--- config.mk ---
export PLATFORM = sky130hd
export DESIGN_NAME = irq_cascade_ctrl
export DESIGN_NICKNAME = d
export VERILOG_FILES = /design/src/rtl/irqc_pkg.sv /design/src/rtl/irqc_group.sv /design/src/rtl/irqc_vec_arb.sv /design/src/rtl/irq_cascade_ctrl.sv
export SDC_FILE = /design/constraint.sdc
export NUM_CORES = 1
export LEC_CHECK = 0
export ABC_AREA = 1
export BUFFER_PORTS_ARGS = -buffer_cell sky130_fd_sc_hd__buf_2
export CAP_MARGIN = 20
export CORE_ASPECT_RATIO = 1.75
export CORE_MARGIN = 3
export CORE_UTILIZATION = 55
export DETAILED_ROUTE_END_ITERATION = 12
export PLACE_DENSITY = 0.79
export SLEW_MARGIN = 0
export SYNTH_ARGS = -nofsm -noshare
export SYNTH_HDL_FRONTEND = slang
export SYNTH_SLANG_ARGS = --single-unit
--- constraint.sdc ---
create_clock -name clk -period 3.9 [get_ports clk]
set_input_delay 0.195 -clock clk [delete_from_list [all_inputs] [get_ports clk]]
set_output_delay 0.195 -clock clk [all_outputs]
set_load 0.1 [all_outputs]
--- src/rtl/irqc_pkg.sv ---
package irqc_pkg;

   typedef enum logic [2:0] {
      K_CAUSE = 3'd0,
      K_CLEAR = 3'd1,
      K_MASK  = 3'd2,
      K_MSET  = 3'd3,
      K_MCLR  = 3'd4,
      K_AUTOM = 3'd5,
      K_CTRL  = 3'd6,
      K_RSVD  = 3'd7
   } reg_kind_e;

   typedef enum logic [1:0] {
      M_WIRE     = 2'd0,
      M_PERQ     = 2'd1,
      M_PERGRP   = 2'd2,
      M_WIRE_ALT = 2'd3
   } out_mode_e;

   localparam int NUM_PRI   = 4;
   localparam int NUM_SEC   = 2;
   localparam int NUM_GRP   = NUM_PRI + NUM_SEC;
   // group A summary positions
   localparam int SUM_B_BIT = 0;
   localparam int SUM_C_BIT = 1;
   localparam int SUM_D_BIT = 2;
   // group D positions carrying the secondary summaries
   localparam int SEC_A_BIT = 8;
   localparam int SEC_B_BIT = 9;
   // vector numbering
   localparam int VEC_D     = 2;
   localparam int VEC_Q0    = 3;

   function automatic logic is_vector(input out_mode_e m);
      return (m == M_PERQ) || (m == M_PERGRP);
   endfunction

endpackage

--- src/rtl/irqc_group.sv ---
module irqc_group
   import irqc_pkg::*;
#(
   parameter int           W     = 32,
   parameter logic [W-1:0] STORE = '1
) (
   input  logic         clk,
   input  logic         rst_n,
   input  logic [W-1:0] evt_i,
   input  logic [W-1:0] live_i,
   input  logic         wr_en,
   input  reg_kind_e    kind_i,
   input  logic [W-1:0] wdata_i,
   input  logic         rd_en,
   input  logic [W-1:0] take_i,
   output logic [W-1:0] cause_o,
   output logic [W-1:0] mask_o,
   output logic [W-1:0] automask_o,
   output logic         cor_o,
   output logic         summary_o
);

   if (W < 1) begin : g_bad_width
      $error("irqc_group: W must be positive");
   end

   logic [W-1:0] held_q, held_d;
   logic [W-1:0] mask_q, mask_d;
   logic [W-1:0] am_q;
   logic         cor_q;
   logic [W-1:0] clr_bits;

   assign cause_o    = (held_q & STORE) | (live_i & ~STORE);
   assign mask_o     = mask_q;
   assign automask_o = am_q;
   assign cor_o      = cor_q;
   assign summary_o  = |(cause_o & ~mask_q);

   always_comb begin
      clr_bits = '0;
      if (wr_en && kind_i == K_CLEAR) clr_bits = wdata_i;
      if (rd_en && cor_q)             clr_bits = clr_bits | cause_o;
      held_d = ((held_q & ~clr_bits) | evt_i) & STORE;
   end

   always_comb begin
      mask_d = mask_q;
      if (wr_en) begin
         unique case (kind_i)
            K_MASK:  mask_d = wdata_i;
            K_MSET:  mask_d = mask_q | wdata_i;
            K_MCLR:  mask_d = mask_q & ~wdata_i;
            default: mask_d = mask_q;
         endcase
      end
      mask_d = mask_d | (take_i & am_q);
   end

   always_ff @(posedge clk or negedge rst_n) begin
      if (!rst_n) begin
         held_q <= '0;
         mask_q <= '1;
         am_q   <= '0;
         cor_q  <= 1'b0;
      end else begin
         held_q <= held_d;
         mask_q <= mask_d;
         if (wr_en && kind_i == K_AUTOM) am_q  <= wdata_i;
         if (wr_en && kind_i == K_CTRL)  cor_q <= wdata_i[0];
      end
   end

   AST_EVENT_STICKS: assert property (@(posedge clk) disable iff (!rst_n)
      ((evt_i & STORE) != '0) |=> ((cause_o & $past(evt_i & STORE)) == $past(evt_i & STORE)));
   AST_MCLR_ONLY_ONES: assert property (@(posedge clk) disable iff (!rst_n)
      (wr_en && kind_i == K_MCLR && take_i == '0)
      |=> ((mask_q & ~$past(wdata_i)) == ($past(mask_q) & ~$past(wdata_i))));
   AST_MSET_ONLY_ONES: assert property (@(posedge clk) disable iff (!rst_n)
      (wr_en && kind_i == K_MSET)
      |=> ((mask_q & $past(wdata_i)) == $past(wdata_i)));
   AST_AUTOMASK_SETS: assert property (@(posedge clk) disable iff (!rst_n)
      ((take_i & am_q) != '0) |=> ((mask_q & $past(take_i & am_q)) == $past(take_i & am_q)));

endmodule

--- src/rtl/irqc_vec_arb.sv ---
module irqc_vec_arb
   import irqc_pkg::*;
#(
   parameter int W   = 32,
   parameter int NV  = VEC_Q0 + 2 * W,
   parameter int VIW = $clog2(NV)
) (
   input  logic           clk,
   input  logic           rst_n,
   input  out_mode_e      mode_i,
   input  logic [2:0]     grp_pend_i,
   input  logic [W-1:0]   rxq_pend_i,
   input  logic [W-1:0]   txq_pend_i,
   input  logic           take_i,
   output logic           valid_o,
   output logic [VIW-1:0] index_o,
   output logic [2:0]     take_grp_o,
   output logic [W-1:0]   take_rxq_o,
   output logic [W-1:0]   take_txq_o
);

   if (NV != VEC_Q0 + 2 * W) begin : g_bad_nv
      $error("irqc_vec_arb: NV must equal VEC_Q0 + 2*W");
   end

   logic [NV-1:0] pend;
   logic          hit;

   always_comb begin
      pend = '0;
      if (mode_i == M_PERGRP) begin
         pend[2:0] = grp_pend_i;
      end else if (mode_i == M_PERQ) begin
         pend[VEC_D]          = grp_pend_i[SUM_D_BIT];
         pend[VEC_Q0 +: W]    = rxq_pend_i;
         pend[VEC_Q0+W +: W]  = txq_pend_i;
      end
   end

   always_comb begin
      valid_o = 1'b0;
      index_o = '0;
      for (int i = NV - 1; i >= 0; i--) begin
         if (pend[i]) begin
            valid_o = 1'b1;
            index_o = VIW'(i);
         end
      end
   end

   assign hit = take_i && valid_o;

   always_comb begin
      take_grp_o = '0;
      take_rxq_o = '0;
      take_txq_o = '0;
      for (int i = 0; i < 3; i++) begin
         take_grp_o[i] = hit && (index_o == VIW'(i)) &&
                         (mode_i == M_PERGRP || i == VEC_D);
      end
      for (int i = 0; i < W; i++) begin
         take_rxq_o[i] = hit && mode_i == M_PERQ && index_o == VIW'(VEC_Q0 + i);
         take_txq_o[i] = hit && mode_i == M_PERQ && index_o == VIW'(VEC_Q0 + W + i);
      end
   end

   AST_PERGRP_RANGE: assert property (@(posedge clk) disable iff (!rst_n)
      (mode_i == M_PERGRP && valid_o) |-> (index_o < VIW'(3)));
   AST_PERQ_SKIPS_LOW: assert property (@(posedge clk) disable iff (!rst_n)
      (mode_i == M_PERQ && valid_o) |-> (index_o >= VIW'(VEC_D)));

endmodule

--- src/rtl/irq_cascade_ctrl.sv ---
module irq_cascade_ctrl
   import irqc_pkg::*;
#(
   parameter int W = 32
) (
   input  logic                        clk,
   input  logic                        rst_n,
   input  logic [1:0]                  irq_mode,
   input  logic                        reg_valid,
   input  logic                        reg_write,
   input  logic                        reg_level,
   input  logic [1:0]                  reg_group,
   input  logic [2:0]                  reg_kind,
   input  logic [W-1:0]                reg_wdata,
   output logic                        reg_ack,
   output logic                        reg_err,
   output logic [W-1:0]                reg_rdata,
   input  logic [W-1:0]                ev_rxq,
   input  logic [W-1:0]                ev_txq,
   input  logic [W-1:0]                ev_misc,
   input  logic [W-1:0]                ev_tx_err,
   input  logic [W-1:0]                ev_rx_err,
   output logic                        irq_line,
   output logic                        vec_valid,
   output logic [$clog2(3+2*W)-1:0]    vec_index,
   input  logic                        vec_take
);

   localparam int           NV      = VEC_Q0 + 2 * W;
   localparam int           VIW     = $clog2(NV);
   localparam logic [W-1:0] STORE_A = '0;
   localparam logic [W-1:0] LIVE_D  = (W'(1) << SEC_A_BIT) | (W'(1) << SEC_B_BIT);
   localparam logic [W-1:0] STORE_D = ~LIVE_D;

   if (W < 12) begin : g_bad_width
      $error("irq_cascade_ctrl: W must be at least 12");
   end

   out_mode_e mode;
   reg_kind_e kind;
   logic      acc_ok;
   logic [2:0] acc_idx;
   logic [NUM_GRP-1:0] sel_wr, sel_rd;

   assign mode    = out_mode_e'(irq_mode);
   assign kind    = reg_kind_e'(reg_kind);
   assign acc_ok  = !reg_level || !reg_group[1];
   assign acc_idx = reg_level ? {2'b10, reg_group[0]} : {1'b0, reg_group};

   always_comb begin
      for (int g = 0; g < NUM_GRP; g++) begin
         sel_wr[g] = reg_valid && reg_write && acc_ok && acc_idx == 3'(g);
         sel_rd[g] = reg_valid && !reg_write && acc_ok && acc_idx == 3'(g) && kind == K_CAUSE;
      end
   end

   logic [W-1:0] cause_g [NUM_GRP];
   logic [W-1:0] mask_g  [NUM_GRP];
   logic [W-1:0] am_g    [NUM_GRP];
   logic         cor_g   [NUM_GRP];
   logic [NUM_SEC-1:0] sum_sec;
   logic [1:0]   sum_bc;
   logic         sum_d, sum_a;
   logic [W-1:0] live_a, live_d;
   logic [2:0]   take_grp;
   logic [W-1:0] take_rxq, take_txq;

   // secondary level: error groups, always level-sensitive, reported via group D
   for (genvar s = 0; s < NUM_SEC; s++) begin : g_sec
      irqc_group #(.W(W), .STORE('1)) u_grp (
         .clk(clk), .rst_n(rst_n),
         .evt_i(s == 0 ? ev_tx_err : ev_rx_err), .live_i('0),
         .wr_en(sel_wr[NUM_PRI+s]), .kind_i(kind), .wdata_i(reg_wdata),
         .rd_en(sel_rd[NUM_PRI+s]), .take_i('0),
         .cause_o(cause_g[NUM_PRI+s]), .mask_o(mask_g[NUM_PRI+s]),
         .automask_o(am_g[NUM_PRI+s]), .cor_o(cor_g[NUM_PRI+s]),
         .summary_o(sum_sec[s]));
   end

   // primary queue groups B and C
   for (genvar q = 0; q < 2; q++) begin : g_queue
      irqc_group #(.W(W), .STORE('1)) u_grp (
         .clk(clk), .rst_n(rst_n),
         .evt_i(q == 0 ? ev_rxq : ev_txq), .live_i('0),
         .wr_en(sel_wr[1+q]), .kind_i(kind), .wdata_i(reg_wdata),
         .rd_en(sel_rd[1+q]), .take_i(q == 0 ? take_rxq : take_txq),
         .cause_o(cause_g[1+q]), .mask_o(mask_g[1+q]),
         .automask_o(am_g[1+q]), .cor_o(cor_g[1+q]),
         .summary_o(sum_bc[q]));
   end

   always_comb begin
      live_d            = '0;
      live_d[SEC_A_BIT] = sum_sec[0];
      live_d[SEC_B_BIT] = sum_sec[1];
   end

   irqc_group #(.W(W), .STORE(STORE_D)) u_grp_d (
      .clk(clk), .rst_n(rst_n),
      .evt_i(ev_misc), .live_i(live_d),
      .wr_en(sel_wr[3]), .kind_i(kind), .wdata_i(reg_wdata),
      .rd_en(sel_rd[3]), .take_i('0),
      .cause_o(cause_g[3]), .mask_o(mask_g[3]),
      .automask_o(am_g[3]), .cor_o(cor_g[3]),
      .summary_o(sum_d));

   always_comb begin
      live_a            = '0;
      live_a[SUM_B_BIT] = sum_bc[0];
      live_a[SUM_C_BIT] = sum_bc[1];
      live_a[SUM_D_BIT] = sum_d;
   end

   irqc_group #(.W(W), .STORE(STORE_A)) u_grp_a (
      .clk(clk), .rst_n(rst_n),
      .evt_i('0), .live_i(live_a),
      .wr_en(sel_wr[0]), .kind_i(kind), .wdata_i(reg_wdata),
      .rd_en(sel_rd[0]), .take_i(W'(take_grp)),
      .cause_o(cause_g[0]), .mask_o(mask_g[0]),
      .automask_o(am_g[0]), .cor_o(cor_g[0]),
      .summary_o(sum_a));

   irqc_vec_arb #(.W(W), .NV(NV), .VIW(VIW)) u_arb (
      .clk(clk), .rst_n(rst_n), .mode_i(mode),
      .grp_pend_i(cause_g[0][2:0] & ~mask_g[0][2:0]),
      .rxq_pend_i(cause_g[1] & ~mask_g[1]),
      .txq_pend_i(cause_g[2] & ~mask_g[2]),
      .take_i(vec_take),
      .valid_o(vec_valid), .index_o(vec_index),
      .take_grp_o(take_grp), .take_rxq_o(take_rxq), .take_txq_o(take_txq));

   assign irq_line = sum_a && !is_vector(mode);

   always_ff @(posedge clk or negedge rst_n) begin
      if (!rst_n) begin
         reg_ack   <= 1'b0;
         reg_err   <= 1'b0;
         reg_rdata <= '0;
      end else begin
         reg_ack   <= reg_valid;
         reg_err   <= reg_valid && !acc_ok;
         reg_rdata <= '0;
         if (reg_valid && !reg_write && acc_ok) begin
            for (int g = 0; g < NUM_GRP; g++) begin
               if (acc_idx == 3'(g)) begin
                  unique case (kind)
                     K_CAUSE: reg_rdata <= cause_g[g];
                     K_MASK:  reg_rdata <= mask_g[g];
                     K_AUTOM: reg_rdata <= am_g[g];
                     K_CTRL:  reg_rdata <= W'(cor_g[g]);
                     default: reg_rdata <= '0;
                  endcase
               end
            end
         end
      end
   end

   AST_ACK_NEXT: assert property (@(posedge clk) disable iff (!rst_n)
      reg_valid |=> reg_ack);
   AST_ERR_ZERO_DATA: assert property (@(posedge clk) disable iff (!rst_n)
      (reg_ack && reg_err) |-> (reg_rdata == '0));
   AST_LINE_QUIET_IN_VEC: assert property (@(posedge clk) disable iff (!rst_n)
      is_vector(mode) |-> !irq_line);
   AST_NO_VEC_IN_WIRE: assert property (@(posedge clk) disable iff (!rst_n)
      !is_vector(mode) |-> !vec_valid);
   AST_SEC_REFLECT: assert property (@(posedge clk) disable iff (!rst_n)
      cause_g[3][SEC_A_BIT] == sum_sec[0]);

endmodule

==> results.toml <==
[status]
status = "finished, violations left"
violations = "negative setup slack"

[sta]
slew_headroom = 0.2423
fin_ws_ps = -1385
grt_setup_unrepaired = "yes"
fmax_ghz = 0.1892
min_period_ps = 5285
finalCritPeriodShare = 1.355
setup_viol = 72
worstMarginPinSlew_ps = 1135
final_hold_viol_count = 0
hold_ws_ps = 105.4
drv_slew = 0
fin_skew_ps = 22.17

[drt]
drt_iter0_drc = 4624
via_per_inst = 6.316
antenna_left = 0
post-route-drc-count = 0
dr_total_vias = 32400
wl_mm = 127.9
post_drt_wl_per_cell_microns = 24.94
dr.pass1.iters = 9

[clock_tree]
clk_latency_ps = 620
cts_sinks = 582
cts_root_buf = "clkbuf_16"
numCtsBuffers = 52
clk_path_buf_depth = 3
cts_max_level = 2
path_clk_slew_ps = 70
tritoncts = "built"

[yosys]
netlist-cell-type-count = 40
ys_async_sr_fraction = 1.000
synth_ff_type = "dfrtp_1"
syn_nets = 4116
synthCells = 3909
yosysMostFrequentCell = "nand2_1"
avgSynthCellArea_sq_um = 7.822
ys_ff_latch = 582
synth_edf_count = 0
synth-seq-area-share = 0.4842
netlist_area_sq_um = 30580
yosys_warnings = 0
netlist.area_leader.share = 0.3192
yosysTopAreaCell = "dfrtp_1"
synth_common_cells = "nand2_1 (681), inv_1 (628), o21ai_0 (549)"
synth.area.top_cells = "dfrtp_1 (32%), dfstp_2 (16%), o21ai_0 (9.0%)"

[power_and_ir_drop]
seqPwrFrac = 0.444
switching_share = 0.3185
powerDensity_nw_per_um2 = 433.2
pwr-share-clk = 0.335
p_int_mw = 11.19
finalPower_mw = 16.43
power.leakage_nw = 18.86
p_comb_frac = 0.222
vdd.ir_drop.worst_mv = 0.3425
p_switching_mw = 5.232

[cells_and_area]
area_growth_syn_to_layout_pct = 24.00
layoutNonFillerInstCount = 5129
seq_area_sq_um = 14800
drive_gt1_frac = 0.1872
multi_input_area_sq_um = 12750
nets = 4596
finalInstanceArea_sq_um = 37910
nFillCells = 4421

[die]
die_h_microns = 317.9
num_rows = 113
die_w_microns = 184.2
core_area_sq_um = 54570
ios = 248
start_util = 0.5603
die_area_sq_um = 58570

[setup_path]
required_ps = 3700
r2r_slack_ps = -1040
rr_worst_depth = 70
r2r-start = "g_queue[1].u_grp.mask_o[29]"
cpPeakStageDelay_ps = 540
cpMostUsedCell = "nand2_1"
critPathKind = "flop to output port"
crit_path_top_delay_cell = "dfstp_2"
endpoint_kind = "output port"
rr_endpoint = "g_queue[1].u_grp.mask_o[8]"
startpoint_type = "flop"
crit_arrival_ps = 5090
worstPathMaxFanout = 2

[global_route]
grt_use_total = 0.4304
overflow = 0
antenna_found_initial = 8
first_global_vias = 31810
grt_pass1_wl_mm = 191.8
grt_max_degree = 153

[placed_design]
dp_hpwl_mm = 88.06
gp_congestion = 1.042
dpl.cell_count = 4818
placed_area_sq_um = 33750
portBuffers = 245

[run]
maxCapViolations = 0

[hold_path]
hp-start = "vec_take"
min_delay_worst_endpoint = "u_grp_a.mask_o[1]"
hold_path.class = "primary input to flop"
whs_path_depth = 6
[metal layers]
| layer | GRT usage | part of all wire | vias to the layer above |
|---|---|---|---|
| met3 | 0.08772 | 0.11 | 663 |
| met2 | 0.6477 | 0.43 | 2562 |
| met5 | 0 | 0.00021 | - |
| met1 | 0.5393 | 0.35 | 15140 |
| li1 | - | - | 14030 |
| met4 | 0.3356 | 0.10 | 4 |
[state kept, by name, summed over array words and instances, names as in the netlist, 64 cells and up]
register and cells:
g_queue.u_grp.automask_o 64, g_queue.u_grp.cause_o 64, g_queue.u_grp.mask_o 64, g_sec.u_grp.automask_o 64, g_sec.u_grp.cause_o 64, g_sec.u_grp.mask_o 64
[worst max-delay path by stage]
stage	start	end	slack, ps	depth (start not counted)
2_1_floorplan	g_queue[1].u_grp.mask_o[30]	vec_index[0]	-270	68
3_3_place_gp	g_queue[1].u_grp.mask_o[29]	g_queue[1].u_grp.mask_o[24]	-960	69
3_5_place_dp	g_queue[1].u_grp.mask_o[29]	g_queue[0].u_grp.mask_o[24]	-910	69
4_1_cts	g_queue[1].u_grp.mask_o[30]	vec_index[0]	-1330	68
5_1_grt	g_queue[1].u_grp.mask_o[30]	vec_index[0]	-2010	68
6_report	g_queue[1].u_grp.mask_o[30]	vec_index[0]	-1380	68
[worst max-delay path: cells and delay by family, from the launching register on]
kind | cells | cell delay, ps
and+or+nand+nor | 66 | 3650
DFF | 1 | 540
buffers and inverters | 2 | 290
[logic make-up (layout without fill, tap and decap cells)]
logic type,after synthesis,after routing,share of synthesized area
compound gates,1244,1244,0.2490
simple gates,1203,1203,0.1571
buf+inv,878,1402,0.1089
flops,582,582,0.4842
fa+ha+maj,2,2,0.0008183
other cells,0,6,0
[cells in the final DEF, fill, tap and decap left out, drive strengths merged, types with 19 or more instances in the layout]
| cell | n |
|---|---|
| nand2 | 684 |
| o2111ai | 19 |
| buf | 475 |
| a21oi | 140 |
| nand4 | 57 |
| nand3 | 47 |
| o22ai | 99 |
| a22oi | 52 |
| nor2 | 383 |
| a221oi | 53 |
| o21bai | 35 |
| clkinv | 19 |
| inv | 630 |
| dfrtp | 390 |
| dfstp | 192 |
| o211ai | 56 |
| o31ai | 161 |
| clkbuf | 73 |
| o21ai | 549 |
| dlygate4sd3 | 194 |
[power by group through the flow]
stage	Combinational [mW]	Clock, mW	Sequential (mW)
CTS	3.43	5.48	7.26
global route	3.89	5.70	7.33
finish	3.64	5.49	7.29
detailed placement	3.18	0	7.35
floorplan	1.73	0	7.26
global placement	3.15	0	7.33
[area by class of cell]
class	instances	share of cell area
sequential	582	0.3905
multi-input combinational	2449	0.3364
timing repair buffer	670	0.1405
inverter	634	0.06310
clock buffer	72	0.03818
tap	690	0.02277
clock inverter	26	0.008184
antenna	6	0.0003960
[metrics by stage]
| stage | utilization | TNS [ps] | setup slack, ps |
|---|---|---|---|
| final | 0.6947 | -64750 | -1385 |
| after detailed placement | 0.6184 | -53550 | -911.2 |
| after CTS | 0.6900 | -56990 | -1327 |
| after global placement | 0.6180 | -57070 | -964.8 |
| after floorplan | - | -269.7 | -269.7 |
| after global routing | 0.6947 | -108460 | -2014 |
[repair_timing]
item                       CTS  global route
hold endpoints to repair   341             0
pin swaps                   17            22
setup buffers               12             5
setup endpoints to repair   75            75
resized for setup           39            40
gates cloned                 0             1
hold buffers               194             0
Note: power is estimated with default switching activity, not from simulation.
